[src/rtl/spi_bm_pkg.sv]
package spi_bm_pkg;
  typedef enum logic {
    PH_IMMEDIATE = 1'b0,
    PH_DELAYED   = 1'b1
  } phase_mode_e;

  localparam int unsigned MIN_DIV          = 4;
  localparam int unsigned FIXED_BAUD_LIMIT = 3;
endpackage

[src/rtl/spi_bm_baud_calc.sv]
module spi_bm_baud_calc #(
  parameter int BAUD_W = 7,
  localparam int CNT_W = BAUD_W + 1
) (
  input  logic [BAUD_W-1:0] baud,
  output logic [CNT_W-1:0]  div_n,
  output logic [CNT_W-1:0]  half_f
);
  import spi_bm_pkg::*;

  // Small baud values collapse to the fastest legal period.
  always_comb begin
    if (baud < BAUD_W'(FIXED_BAUD_LIMIT)) div_n = CNT_W'(MIN_DIV);
    else                                  div_n = {1'b0, baud} + CNT_W'(1);
    half_f = div_n >> 1;
  end
endmodule

[src/rtl/spi_bm_phase_gen.sv]
module spi_bm_phase_gen #(
  parameter int CNT_W = 8
) (
  input  logic                     clk,
  input  logic                     rst_n,
  input  logic                     start,
  input  logic                     active,
  input  logic                     last_bit,
  input  logic [CNT_W-1:0]         div_n,
  input  logic [CNT_W-1:0]         half_f,
  input  logic                     pol,
  input  spi_bm_pkg::phase_mode_e  mode,
  input  logic                     idle_pol,
  output logic                     sclk,
  output logic                     wrap,
  output logic                     finish,
  output logic                     sample
);
  import spi_bm_pkg::*;

  logic [CNT_W-1:0] ph_q, ph_nxt, lead_cnt;
  logic             act_nxt, nonidle, sclk_q;

  // lead_cnt = ceil(N/2): idle-level stretch in delayed timing
  assign lead_cnt = div_n - half_f;
  assign wrap     = active && (ph_q == div_n - CNT_W'(1));
  assign finish   = wrap && last_bit;
  assign sample   = active && ((mode == PH_DELAYED) ? (ph_q == lead_cnt - CNT_W'(1))
                                                    : (ph_q == half_f - CNT_W'(1)));

  always_comb begin
    act_nxt = start | (active & ~finish);
    ph_nxt  = (start | wrap) ? '0 : ph_q + CNT_W'(1);
    nonidle = (mode == PH_DELAYED) ? (ph_nxt >= lead_cnt) : (ph_nxt < half_f);
  end

  // Registered clock output: computed from the next phase so it never glitches.
  always_ff @(posedge clk or negedge rst_n) begin
    if (!rst_n) begin
      ph_q   <= '0;
      sclk_q <= 1'b0;
    end else begin
      ph_q   <= act_nxt ? ph_nxt : '0;
      sclk_q <= act_nxt ? (pol ^ nonidle) : idle_pol;
    end
  end

  assign sclk = sclk_q;

  assert_sclk_edge_pos_R3: assert property (@(posedge clk) disable iff (!rst_n)
    (active && $past(active) && (sclk_q != $past(sclk_q)))
      |-> (ph_q == '0 || ph_q == half_f || ph_q == lead_cnt));

  assert_idle_level_R4: assert property (@(posedge clk) disable iff (!rst_n)
    (!active && !start) |=> (sclk_q == $past(idle_pol)));

  assert_finish_idle_R9: assert property (@(posedge clk) disable iff (!rst_n)
    finish |=> (sclk_q == $past(idle_pol)));
endmodule

[src/rtl/spi_bm_shifter.sv]
module spi_bm_shifter #(
  parameter int DATA_W = 16,
  parameter int LEN_W  = 4
) (
  input  logic              clk,
  input  logic              rst_n,
  input  logic              start,
  input  logic              active,
  input  logic [DATA_W-1:0] tx_word,
  input  logic [LEN_W-1:0]  len,
  input  logic              shift,
  input  logic              sample,
  input  logic              finish,
  input  logic              miso,
  output logic              mosi,
  output logic [DATA_W-1:0] rx_word
);
  logic [DATA_W-1:0] tx_sr, rx_sr, rx_q;

  always_ff @(posedge clk or negedge rst_n) begin
    if (!rst_n) begin
      tx_sr <= '0;
      rx_sr <= '0;
      rx_q  <= '0;
    end else begin
      if (start)                tx_sr <= tx_word;
      else if (shift && !finish) tx_sr <= {tx_sr[DATA_W-2:0], 1'b0};
      if (start)       rx_sr <= '0;
      else if (sample) rx_sr <= {rx_sr[DATA_W-2:0], miso};
      if (finish)      rx_q  <= rx_sr;
    end
  end

  // The bit under transmission always sits at the selected top position.
  assign mosi    = active & tx_sr[len];
  assign rx_word = rx_q;

  assert_rx_justified_R7: assert property (@(posedge clk) disable iff (!rst_n)
    finish |=> ((rx_q >> len) >> 1) == '0);
endmodule

[src/rtl/spi_baud_master.sv]
module spi_baud_master #(
  parameter int BAUD_W = 7,
  parameter int DATA_W = 16,
  parameter int LEN_W  = $clog2(DATA_W),
  localparam int CNT_W = BAUD_W + 1
) (
  input  logic              clk,
  input  logic              rst_n,
  input  logic [BAUD_W-1:0] cfg_baud,
  input  logic              cfg_cpol,
  input  logic              cfg_delayed,
  input  logic [LEN_W-1:0]  cfg_len,
  input  logic              tx_valid,
  output logic              tx_ready,
  input  logic [DATA_W-1:0] tx_data,
  output logic              rx_valid,
  output logic [DATA_W-1:0] rx_data,
  output logic              busy,
  output logic              sclk,
  output logic              mosi,
  input  logic              miso
);
  import spi_bm_pkg::*;

  logic [CNT_W-1:0] div_live, half_live, div_q, half_q, div_eff, half_eff;
  logic             pol_q, pol_eff;
  phase_mode_e      mode_q, mode_eff, mode_live;
  logic [LEN_W-1:0] len_q, bit_q;
  logic             busy_q, done_q, accept, wrap, finish, sample, last_bit;

  spi_bm_baud_calc #(.BAUD_W(BAUD_W)) u_baud (
    .baud(cfg_baud), .div_n(div_live), .half_f(half_live)
  );

  assign accept    = tx_valid & ~busy_q;
  assign mode_live = phase_mode_e'(cfg_delayed);
  // Settings come straight from the inputs on the accepting cycle, latched afterwards.
  assign div_eff   = accept ? div_live  : div_q;
  assign half_eff  = accept ? half_live : half_q;
  assign pol_eff   = accept ? cfg_cpol  : pol_q;
  assign mode_eff  = accept ? mode_live : mode_q;
  assign last_bit  = (bit_q == len_q);

  always_ff @(posedge clk or negedge rst_n) begin
    if (!rst_n) begin
      div_q  <= CNT_W'(MIN_DIV);
      half_q <= CNT_W'(MIN_DIV / 2);
      pol_q  <= 1'b0;
      mode_q <= PH_IMMEDIATE;
      len_q  <= '0;
      bit_q  <= '0;
      busy_q <= 1'b0;
      done_q <= 1'b0;
    end else begin
      if (accept) begin
        div_q  <= div_live;
        half_q <= half_live;
        pol_q  <= cfg_cpol;
        mode_q <= mode_live;
        len_q  <= cfg_len;
        bit_q  <= '0;
      end else if (wrap && !finish) begin
        bit_q <= bit_q + LEN_W'(1);
      end
      busy_q <= accept | (busy_q & ~finish);
      done_q <= finish;
    end
  end

  spi_bm_phase_gen #(.CNT_W(CNT_W)) u_phase (
    .clk(clk), .rst_n(rst_n), .start(accept), .active(busy_q), .last_bit(last_bit),
    .div_n(div_eff), .half_f(half_eff), .pol(pol_eff), .mode(mode_eff),
    .idle_pol(cfg_cpol), .sclk(sclk), .wrap(wrap), .finish(finish), .sample(sample)
  );

  spi_bm_shifter #(.DATA_W(DATA_W), .LEN_W(LEN_W)) u_shift (
    .clk(clk), .rst_n(rst_n), .start(accept), .active(busy_q), .tx_word(tx_data),
    .len(len_q), .shift(wrap), .sample(sample), .finish(finish), .miso(miso),
    .mosi(mosi), .rx_word(rx_data)
  );

  assign tx_ready = ~busy_q;
  assign busy     = busy_q;
  assign rx_valid = done_q;

  assert_accept_needs_valid_R8: assert property (@(posedge clk) disable iff (!rst_n)
    $rose(busy_q) |-> $past(tx_valid));

  assert_bit_in_range_R7: assert property (@(posedge clk) disable iff (!rst_n)
    busy_q |-> (bit_q <= len_q));

  assert_done_after_busy_R9: assert property (@(posedge clk) disable iff (!rst_n)
    $fell(busy_q) |-> done_q);

  assert_done_single_R9: assert property (@(posedge clk) disable iff (!rst_n)
    done_q |=> !done_q);
endmodule

[config.mk]
export PLATFORM = sky130hd
export DESIGN_NAME = spi_baud_master
export DESIGN_NICKNAME = d
export VERILOG_FILES = /design/src/rtl/spi_bm_pkg.sv /design/src/rtl/spi_bm_baud_calc.sv /design/src/rtl/spi_bm_phase_gen.sv /design/src/rtl/spi_bm_shifter.sv /design/src/rtl/spi_baud_master.sv
export SDC_FILE = /design/constraint.sdc
export NUM_CORES = 1
export LEC_CHECK = 0
export BUFFER_PORTS_ARGS = -buffer_cell sky130_fd_sc_hd__buf_2
export CAP_MARGIN = 20
export CORE_ASPECT_RATIO = 0.8
export CORE_MARGIN = 3
export CORE_UTILIZATION = 47
export DETAILED_ROUTE_END_ITERATION = 10
export PLACE_DENSITY_LB_ADDON = 0.25
export SYNTH_ARGS = -nofsm -noshare
export SYNTH_HDL_FRONTEND = slang
export SYNTH_SLANG_ARGS = --single-unit
export TNS_END_PERCENT = 50
[constraint.sdc]
create_clock -name clk -period 10.32 [get_ports clk]
set_input_delay 1.548 -clock clk [delete_from_list [all_inputs] [get_ports clk]]
set_output_delay 1.548 -clock clk [all_outputs]
set_load 0.01 [all_outputs]
After elaboration in Yosys (flattened, before gate mapping). Cells that the tools add are included.

Output and inout port bits: 21. Flip-flop bits (word level): 85. Logic and storage cells: 61. Bits of input ports: 33.

Muxes and demuxes: 18. Reductions and logical operators: 7. Magnitude comparators: 4. Add/sub/neg operators: 7. Bitwise operators: 8. Equality and inequality tests: 4.

Operators by type and width (number): two-way mux 16 bit (4); two-way mux 8 bit (5); == test 8 bit (3); subtractor 8 x 1 -> 8 bit, second input constant (3); adder 7 x 1 -> 8 bit, second input constant (1); adder 8 x 1 -> 8 bit, second input constant (1); >= comparator 8 bit (1); less-than comparator 8 bit (1); two-way mux 4 bit (2); subtractor 8 bit (1); less-than comparator 7 x 2 -> 1 bit, second input constant (1); two-way mux 1 bit (6); less-than comparator 4 x 5 -> 1 bit, second input constant (1); adder 4 x 1 -> 4 bit, second input constant (1); binary-select mux 1 bit (select 4 bit) (1); == test 4 bit (1); logical AND 1 bit (4); nonzero test 2 bit (2); bitwise AND 1 bit (3); NOT 1 bit (2); OR 1 bit (2); logical NOT 1 bit (1); XOR 1 bit (1).

Depth between registers and ports, before layout.
Depth in word-level cells: 12. Mapped depth: 23. Mapped depth without buffers: 21.

Modules after synthesis. Synthesis repeated with hierarchy kept, for this count alone.

Cells, all modules: 587. Area, all modules: 5547.8 µm².

Modules (own cells, without submodules): spi_bm_shifter (area each 2130.8 µm², cells each 173, instances 1, sequential area each 1201.2 µm²); spi_bm_phase_gen (area each 2070.7 µm², cells each 264, instances 1, sequential area each 225.2 µm²); spi_baud_master (area each 1146.1 µm², cells each 121, instances 1, sequential area each 703.2 µm²); spi_bm_baud_calc (area each 200.2 µm², cells each 29, instances 1, sequential area each 0.0 µm²).

Least setup slack after synthesis. Ideal clock, no wire load.

Path kind: input to register. Start: input cfg_baud[3]. End: register u_phase.sclk_q, in the netlist u_phase.sclk. Arrival time: 5.441 ns. Required time: 10.192 ns. Buffers on the path: 2. Setup slack: 4.751 ns. Setup time: 0.128 ns. Stages: 22. Cell sequence: buf_2 nor4_4 a21o_2 buf_6 o21a_1 ha_1 xor2_1 nand4b_1 or4b_4 nor2b_4 nand2_1 nand2_1 nor2_1 ha_1 a21oi_1 o21ai_0 a31oi_1 o21ai_0 a31o_2 o311ai_1 mux2i_1 nand3_1.

Word-level cells in the longest chain between the ends: 12. Elaborated cells between the ends (all ways): 20. Classes of those cells: 3 x add/sub; 3 x order compare; 1 x eq/ne; 6 x mux; 5 x bitwise; 2 x reduce/logical.

Ends and longest elaborated chain: from (decl) (line spi_baud_master.sv:9) `input logic [BAUD_W-1:0] cfg_baud,`; adder 7 x 1 -> 8 bit or less-than comparator 7 x 2 -> 1 bit (tied branches) (line spi_bm_baud_calc.sv:14, spi_bm_baud_calc.sv:13); two-way mux 8 bit (*) (line spi_bm_baud_calc.sv:13) `if (baud < BAUD_W'(FIXED_BAUD_LIMIT)) div_n = CNT_W'(MIN_DIV);`; two-way mux 8 bit; subtractor 8 x 1 -> 8 bit (line spi_bm_phase_gen.sv:26) `assign wrap = active && (ph_q == div_n - CNT_W'(1));`; == test 8 bit (line spi_bm_phase_gen.sv:26); logical AND 1 bit (line spi_bm_phase_gen.sv:26); OR 1 bit (line spi_bm_phase_gen.sv:33) `ph_nxt = (start | wrap) ? '0 : ph_q + CNT_W'(1);`; two-way mux 8 bit (line spi_bm_phase_gen.sv:33); less-than comparator 8 bit or >= comparator 8 bit (tied branches) (line spi_bm_phase_gen.sv:34) `nonidle = (mode == PH_DELAYED) ? (ph_nxt >= lead_cnt) : (ph_nxt < half_f);`; two-way mux 1 bit (line spi_bm_phase_gen.sv:34); XOR 1 bit (line spi_bm_phase_gen.sv:44) `sclk_q <= act_nxt ? (pol ^ nonidle) : idle_pol;`; two-way mux 1 bit (*) (line spi_bm_phase_gen.sv:44); to (signal assigned) (line spi_bm_phase_gen.sv:44); to (decl) (line spi_bm_phase_gen.sv:22) `logic act_nxt, nonidle, sclk_q;`.

Mark *: on every way between the ends. The rest lies on a longest branch, timed or not. A chain may end at the register's enable or synchronous reset.

Worst setup path after layout.
Start: input tx_valid. End: register u_phase.sclk_q, in the netlist u_phase.sclk.

Word-level cells in the longest chain between the ends: 11. Elaborated cells between the ends (all ways): 20. Classes of those cells: 2 x add/sub; 2 x order compare; 1 x eq/ne; 7 x mux; 6 x bitwise; 2 x reduce/logical.

Ends and longest elaborated chain: from (decl) (line spi_baud_master.sv:13) `input logic tx_valid,`; bitwise AND 1 bit (*) (line spi_baud_master.sv:35) `assign accept = tx_valid & ~busy_q;`; two-way mux 8 bit; subtractor 8 x 1 -> 8 bit (line spi_bm_phase_gen.sv:26); == test 8 bit (line spi_bm_phase_gen.sv:26); logical AND 1 bit (line spi_bm_phase_gen.sv:26); OR 1 bit (line spi_bm_phase_gen.sv:33); two-way mux 8 bit (line spi_bm_phase_gen.sv:33); less-than comparator 8 bit or >= comparator 8 bit (tied branches) (line spi_bm_phase_gen.sv:34); two-way mux 1 bit (line spi_bm_phase_gen.sv:34); XOR 1 bit (line spi_bm_phase_gen.sv:44); two-way mux 1 bit (*) (line spi_bm_phase_gen.sv:44).

Marks and branches as above.

==> results_tabular.tex <==
\begin{tabular}{lr}
\hline
Metric & Value \\
\hline
\multicolumn{2}{l}{\textbf{Synthesis}} \\
\quad Asr flop ratio synth & 1.00 \\
\quad Syn nets & 603 \\
\quad Post-synthesis instance total & 542 \\
\quad Number of library cell types mapped by synthesis & 79 \\
\quad Synthesized-area fraction occupied by ao, oa, aoi and oai cells & 0.176 \\
\quad FF+latch count, synth & 85 \\
\quad Post-synthesis share of cell area spent on and, or, nand and nor gates & 0.176 \\
\quad Synthesized-area fraction occupied by adder cells & 0.0667 \\
\quad Share of synthesized area spent on multiplexers & 0.0771 \\
\quad Count of flip-flops with a built-in enable after synthesis & 0 \\
\quad Post-synthesis share of cell area spent on xor and xnor gates & 0.0615 \\
\quad Dominant register cell in the synthesized netlist & sky130\_fd\_sc\_hd\_\_dfrtp\_1 \\
\quad Netlist area before placement & 5370 um2 \\
\quad Combinational family with the most area after synthesis & compound AO/OA/AOI/OAI gates \\
\quad Sequential cell area fraction in the yosys report & 0.397 \\
\quad Number of warnings reported in the yosys synthesis log & 0 \\
\quad Post-synthesis average cell area & 9.91 um2 \\
\multicolumn{2}{l}{\textbf{CTS}} \\
\quad Hold buffers post-CTS & 0 \\
\quad Clock-pin slew of the registers on the worst-case setup and hold paths & 0.07 ns \\
\quad Root cell of the clock tree & sky130\_fd\_sc\_hd\_\_clkbuf\_16 \\
\quad H-tree depth & 3 \\
\quad Number of buffers inserted during clock tree synthesis & 9 \\
\quad Maximum clock insertion buffer count & 2 \\
\quad Clock sink count & 85 \\
\quad Number of gates resized after cts & 0 \\
\quad TritonCTS clock tree & built \\
\quad Latest clock arrival within the worst-skew pair & 0.34 ns \\
\quad Post-CTS Setup Repair Bufs & 0 \\
\multicolumn{2}{l}{\textbf{Drt}} \\
\quad Number of design-rule violations left by the first detailed-router iteration & 333 \\
\quad DRC & 0 \\
\quad Drt first pass iters & 4 \\
\quad Routed WL & 13100 um \\
\quad Routed via count divided by cell count & 5.73 \\
\quad Per-cell routed wire length & 17.9 um \\
\quad Vias after detailed routing & 4209 \\
\quad Residual antenna-violating net count after detailed routing & 0 \\
\multicolumn{2}{l}{\textbf{Timing}} \\
\quad Least-Margin Pin Slew & roughly 0.95 ns \\
\quad Worst hold margin & 0.478 ns \\
\quad Number of pins exceeding their max-slew limit in the final report & 0 \\
\quad Count of final setup violators & 0 \\
\quad Worst Clk Skew & 0.0111 ns \\
\quad Time the worst path needs with I/O delays and setup & 6.22 ns \\
\quad Slew headroom & 0.367 \\
\quad Achievable clock frequency & 0.161 GHz \\
\quad Period utilization & 0.603 \\
\quad Unrepaired setup endpoints after global routing & false \\
\quad Final-report hold violation count & 0 \\
\quad Setup TNS & 0 ns \\
\multicolumn{2}{l}{\textbf{Power}} \\
\quad Relative contribution of sequential cells to total power & 0.244 \\
\quad Logic pwr share & 0.596 \\
\quad Leakage component of the power & 3.02 nW \\
\quad Internal power & about 1.2 mW \\
\quad Max IR drop VDD & 0.112 mV \\
\quad Switching power & between 1 and 1.5 mW \\
\quad Switch share & 0.448 \\
\quad Relative contribution of the clock network to total power & 0.160 \\
\quad Power per cell area & $\sim$370 nW/um2 \\
\multicolumn{2}{l}{\textbf{Run status}} \\
\quad Outcome & completed \\
\multicolumn{2}{l}{\textbf{Cells and area}} \\
\quad Most common cell after layout, fill and taps aside & sky130\_fd\_sc\_hd\_\_dfrtp\_1 \\
\quad Fraction of final layout cells sized beyond drive strength 1 & 0.213 \\
\quad Post-synthesis to final-layout area growth & 12.9\% \\
\quad Final standard cell count with taps included and fillers excluded & approximately 740 \\
\quad Final nets & 647 \\
\quad Diode insertion count for antenna repair & 0 \\
\quad Most frequent cells in the layout & 83 x sky130\_fd\_sc\_hd\_\_dfrtp\_1, 63 x sky130\_fd\_sc\_hd\_\_nand2\_1, 52 x sky130\_fd\_sc\_hd\_\_buf\_2 \\
\multicolumn{2}{l}{\textbf{Worst setup path}} \\
\quad WS Path Type & in2reg \\
\quad Element type at the critical path start & primary input \\
\quad FF-to-FF setup slack & about 4.6 ns \\
\quad Capturing element type of the critical path & flop \\
\quad Data arrival time of the critical path & 6.43 ns \\
\quad Required time of the worst setup path & 10.53 ns \\
\quad Highest net fanout along the worst path & 27 \\
\multicolumn{2}{l}{\textbf{Hold path}} \\
\quad Hold WC Path Type & reg2reg \\
\multicolumn{2}{l}{\textbf{Global route}} \\
\quad Total global routing track utilization & 0.212 \\
\quad Number of antenna violations at the first check in global routing & 0 \\
\quad First-pass GRT wire length & 21700 um \\
\quad Maximum number of pins on one net before global-route repair & 50 \\
\quad Vias in the first global route & 4202 \\
\quad Global-route congestion overflow total & 0 \\
\multicolumn{2}{l}{\textbf{Place}} \\
\quad Cell Count Post-Placement & about 700 \\
\quad Detailed Place HPWL & 9730 um \\
\quad Number of buffers added on ports & 53 \\
\quad Final Wtd Congestion & $\sim$1.0 \\
\multicolumn{2}{l}{\textbf{Flow run}} \\
\quad Reported max-cap violation count & 0 \\
\multicolumn{2}{l}{\textbf{Floorplan}} \\
\quad Cell Rows & 34 \\
\quad I/O pin count & 54 \\
\quad Effective utilization at floorplan & 0.487 \\
\quad Horizontal die dimension & 125 um \\
\quad Overall die area & 12700 um2 \\
\quad Core Box Area & 11000 um2 \\
\quad Vertical extent of the die & 102 um \\
\hline
\end{tabular}
-- power groups by stage --
stage	Combinational [mW]	Clock, mW	Sequential (mW)
3_3_place_gp	1.31	0	0.553
3_5_place_dp	1.33	0	0.558
4_1_cts	1.34	0.367	0.552
5_1_grt	1.50	0.379	0.570
2_1_floorplan	1.05	0	0.518
6_report	1.35	0.362	0.553
-- metal layers --
layer / global-route usage / vias up / wire length, um
met3: 0.0411 / 19 / 575
met2: 0.321 / 93 / 5730
met4: 0.0592 / 0 / 185
met5: 0 / - / 0
met1: 0.311 / 2068 / 6650
li1: - / 2029 / -
-- final timing paths --
kind | end | start | cells past startpoint
setup reg to reg | u_phase.sclk | busy | 21
min in group asynchronous | u_shift.rx_word[9] | rst_n | 1
max in group asynchronous | u_shift.tx_sr[13] | rst_n | 2
hold / removal | u_shift.rx_word[0] | u_shift.rx_word[0] | 2
hold reg to reg | u_shift.rx_word[0] | u_shift.rx_word[0] | 2
setup / recovery | u_phase.sclk | tx_valid | 22
-- through the flow --
step	worst slack, ns	power (mW)	utilization	cell area (um2)
3_3_place_gp	4.02	1.86	0.520	5730
3_5_place_dp	3.86	1.89	0.520	5730
5_1_grt	3.74	2.45	0.550	6060
2_1_floorplan	4.75	1.57	-	5370
4_1_cts	4.15	2.26	0.550	6060
6_report	4.10	2.26	0.550	6060
-- worst max-delay path: stages --
cell                       delay, ns
sky130_fd_sc_hd__buf_2          0.12
sky130_fd_sc_hd__nand2b_1       0.34
sky130_fd_sc_hd__buf_4          0.42
sky130_fd_sc_hd__and2_1         0.21
sky130_fd_sc_hd__nor2_1         0.09
sky130_fd_sc_hd__ha_1           0.33
sky130_fd_sc_hd__xor2_1         0.16
sky130_fd_sc_hd__nand4b_1       0.11
sky130_fd_sc_hd__or4b_4         0.57
sky130_fd_sc_hd__nor2b_4        0.18
sky130_fd_sc_hd__nand2_1        0.14
sky130_fd_sc_hd__nand2_1        0.26
sky130_fd_sc_hd__nor2_1         0.11
sky130_fd_sc_hd__ha_1           0.32
sky130_fd_sc_hd__a21oi_1        0.11
sky130_fd_sc_hd__o21ai_0        0.10
sky130_fd_sc_hd__a31oi_1        0.18
sky130_fd_sc_hd__o21ai_0        0.14
sky130_fd_sc_hd__a31o_2         0.30
sky130_fd_sc_hd__o311ai_1       0.34
sky130_fd_sc_hd__mux2i_1        0.25
sky130_fd_sc_hd__nand3_1        0.10
-- registers in the layout (all words and copies together) (netlist names) --
signal           count
u_shift.rx_sr       16
u_shift.rx_word     16
u_shift.tx_sr       16
div_q                8
half_q               8
u_phase.ph_q         8
bit_q                4
len_q                4
busy                 1
mode_q               1
pol_q                1
rx_valid             1
u_phase.sclk         1
-- kinds of logic (layout without fill, tap and decap cells) --
logic type / Yosys count / after routing
flip-flops: 85 / 85
buffers and inverters: 56 / 105
adder cells (fa/ha/maj): 28 / 28
AND/OR/NAND/NOR: 177 / 177
AO/OA/AOI/OAI: 127 / 127
XOR/XNOR: 36 / 36
multiplexers: 33 / 33
-- layout make-up --
class	instances	area, um2
multi-input combinational	401	3000
clock buffer	9	225
clock inverter	7	105
fill	1000	4950
inverter	31	116
tap	144	180
sequential	85	2130
timing repair buffer	58	305
-- Yosys cell counts (2+ instances only) --
master                      instances  area (um2)
sky130_fd_sc_hd__a211oi_1           6        45.0
sky130_fd_sc_hd__a211oi_2           2        25.0
sky130_fd_sc_hd__a21o_1            21         158
sky130_fd_sc_hd__a21oi_1           10        50.1
sky130_fd_sc_hd__a221o_1            2        20.0
sky130_fd_sc_hd__a22o_1            15         131
sky130_fd_sc_hd__a2bb2oi_1          2        17.5
sky130_fd_sc_hd__a31oi_1            6        37.5
sky130_fd_sc_hd__a41oi_1            2        17.5
sky130_fd_sc_hd__and2_1             5        31.3
sky130_fd_sc_hd__and3_1             6        37.5
sky130_fd_sc_hd__buf_1              2        7.51
sky130_fd_sc_hd__buf_2              7        35.0
sky130_fd_sc_hd__buf_6              3        33.8
sky130_fd_sc_hd__clkbuf_1          12        45.0
sky130_fd_sc_hd__dfrtp_1           83        2080
sky130_fd_sc_hd__dfstp_2            2        52.6
sky130_fd_sc_hd__ha_1              27         338
sky130_fd_sc_hd__inv_1             28         105
sky130_fd_sc_hd__inv_2              3        11.3
sky130_fd_sc_hd__mux2_1             2        22.5
sky130_fd_sc_hd__mux2_2            11         124
sky130_fd_sc_hd__mux2i_1           14         140
sky130_fd_sc_hd__mux4_2             5         113
sky130_fd_sc_hd__nand2_1           63         236
sky130_fd_sc_hd__nand3_1           17        85.1
sky130_fd_sc_hd__nand3_2            2        20.0
sky130_fd_sc_hd__nand4_1            6        37.5
sky130_fd_sc_hd__nor2_1            44         165
sky130_fd_sc_hd__nor2b_1            4        25.0
sky130_fd_sc_hd__nor3_1             4        20.0
sky130_fd_sc_hd__nor3_2             2        20.0
sky130_fd_sc_hd__nor4_1             2        12.5
sky130_fd_sc_hd__nor4_2             3        37.5
sky130_fd_sc_hd__o211ai_1           8        60.1
sky130_fd_sc_hd__o21a_1             4        30.0
sky130_fd_sc_hd__o21ai_0           28         140
sky130_fd_sc_hd__o21ai_2            2        17.5
sky130_fd_sc_hd__o31ai_1            2        15.0
sky130_fd_sc_hd__or2_2              2        12.5
sky130_fd_sc_hd__or3_1              2        12.5
sky130_fd_sc_hd__xnor2_1           23         201
sky130_fd_sc_hd__xor2_1            12         105
Power figures use the tool's default switching activity.
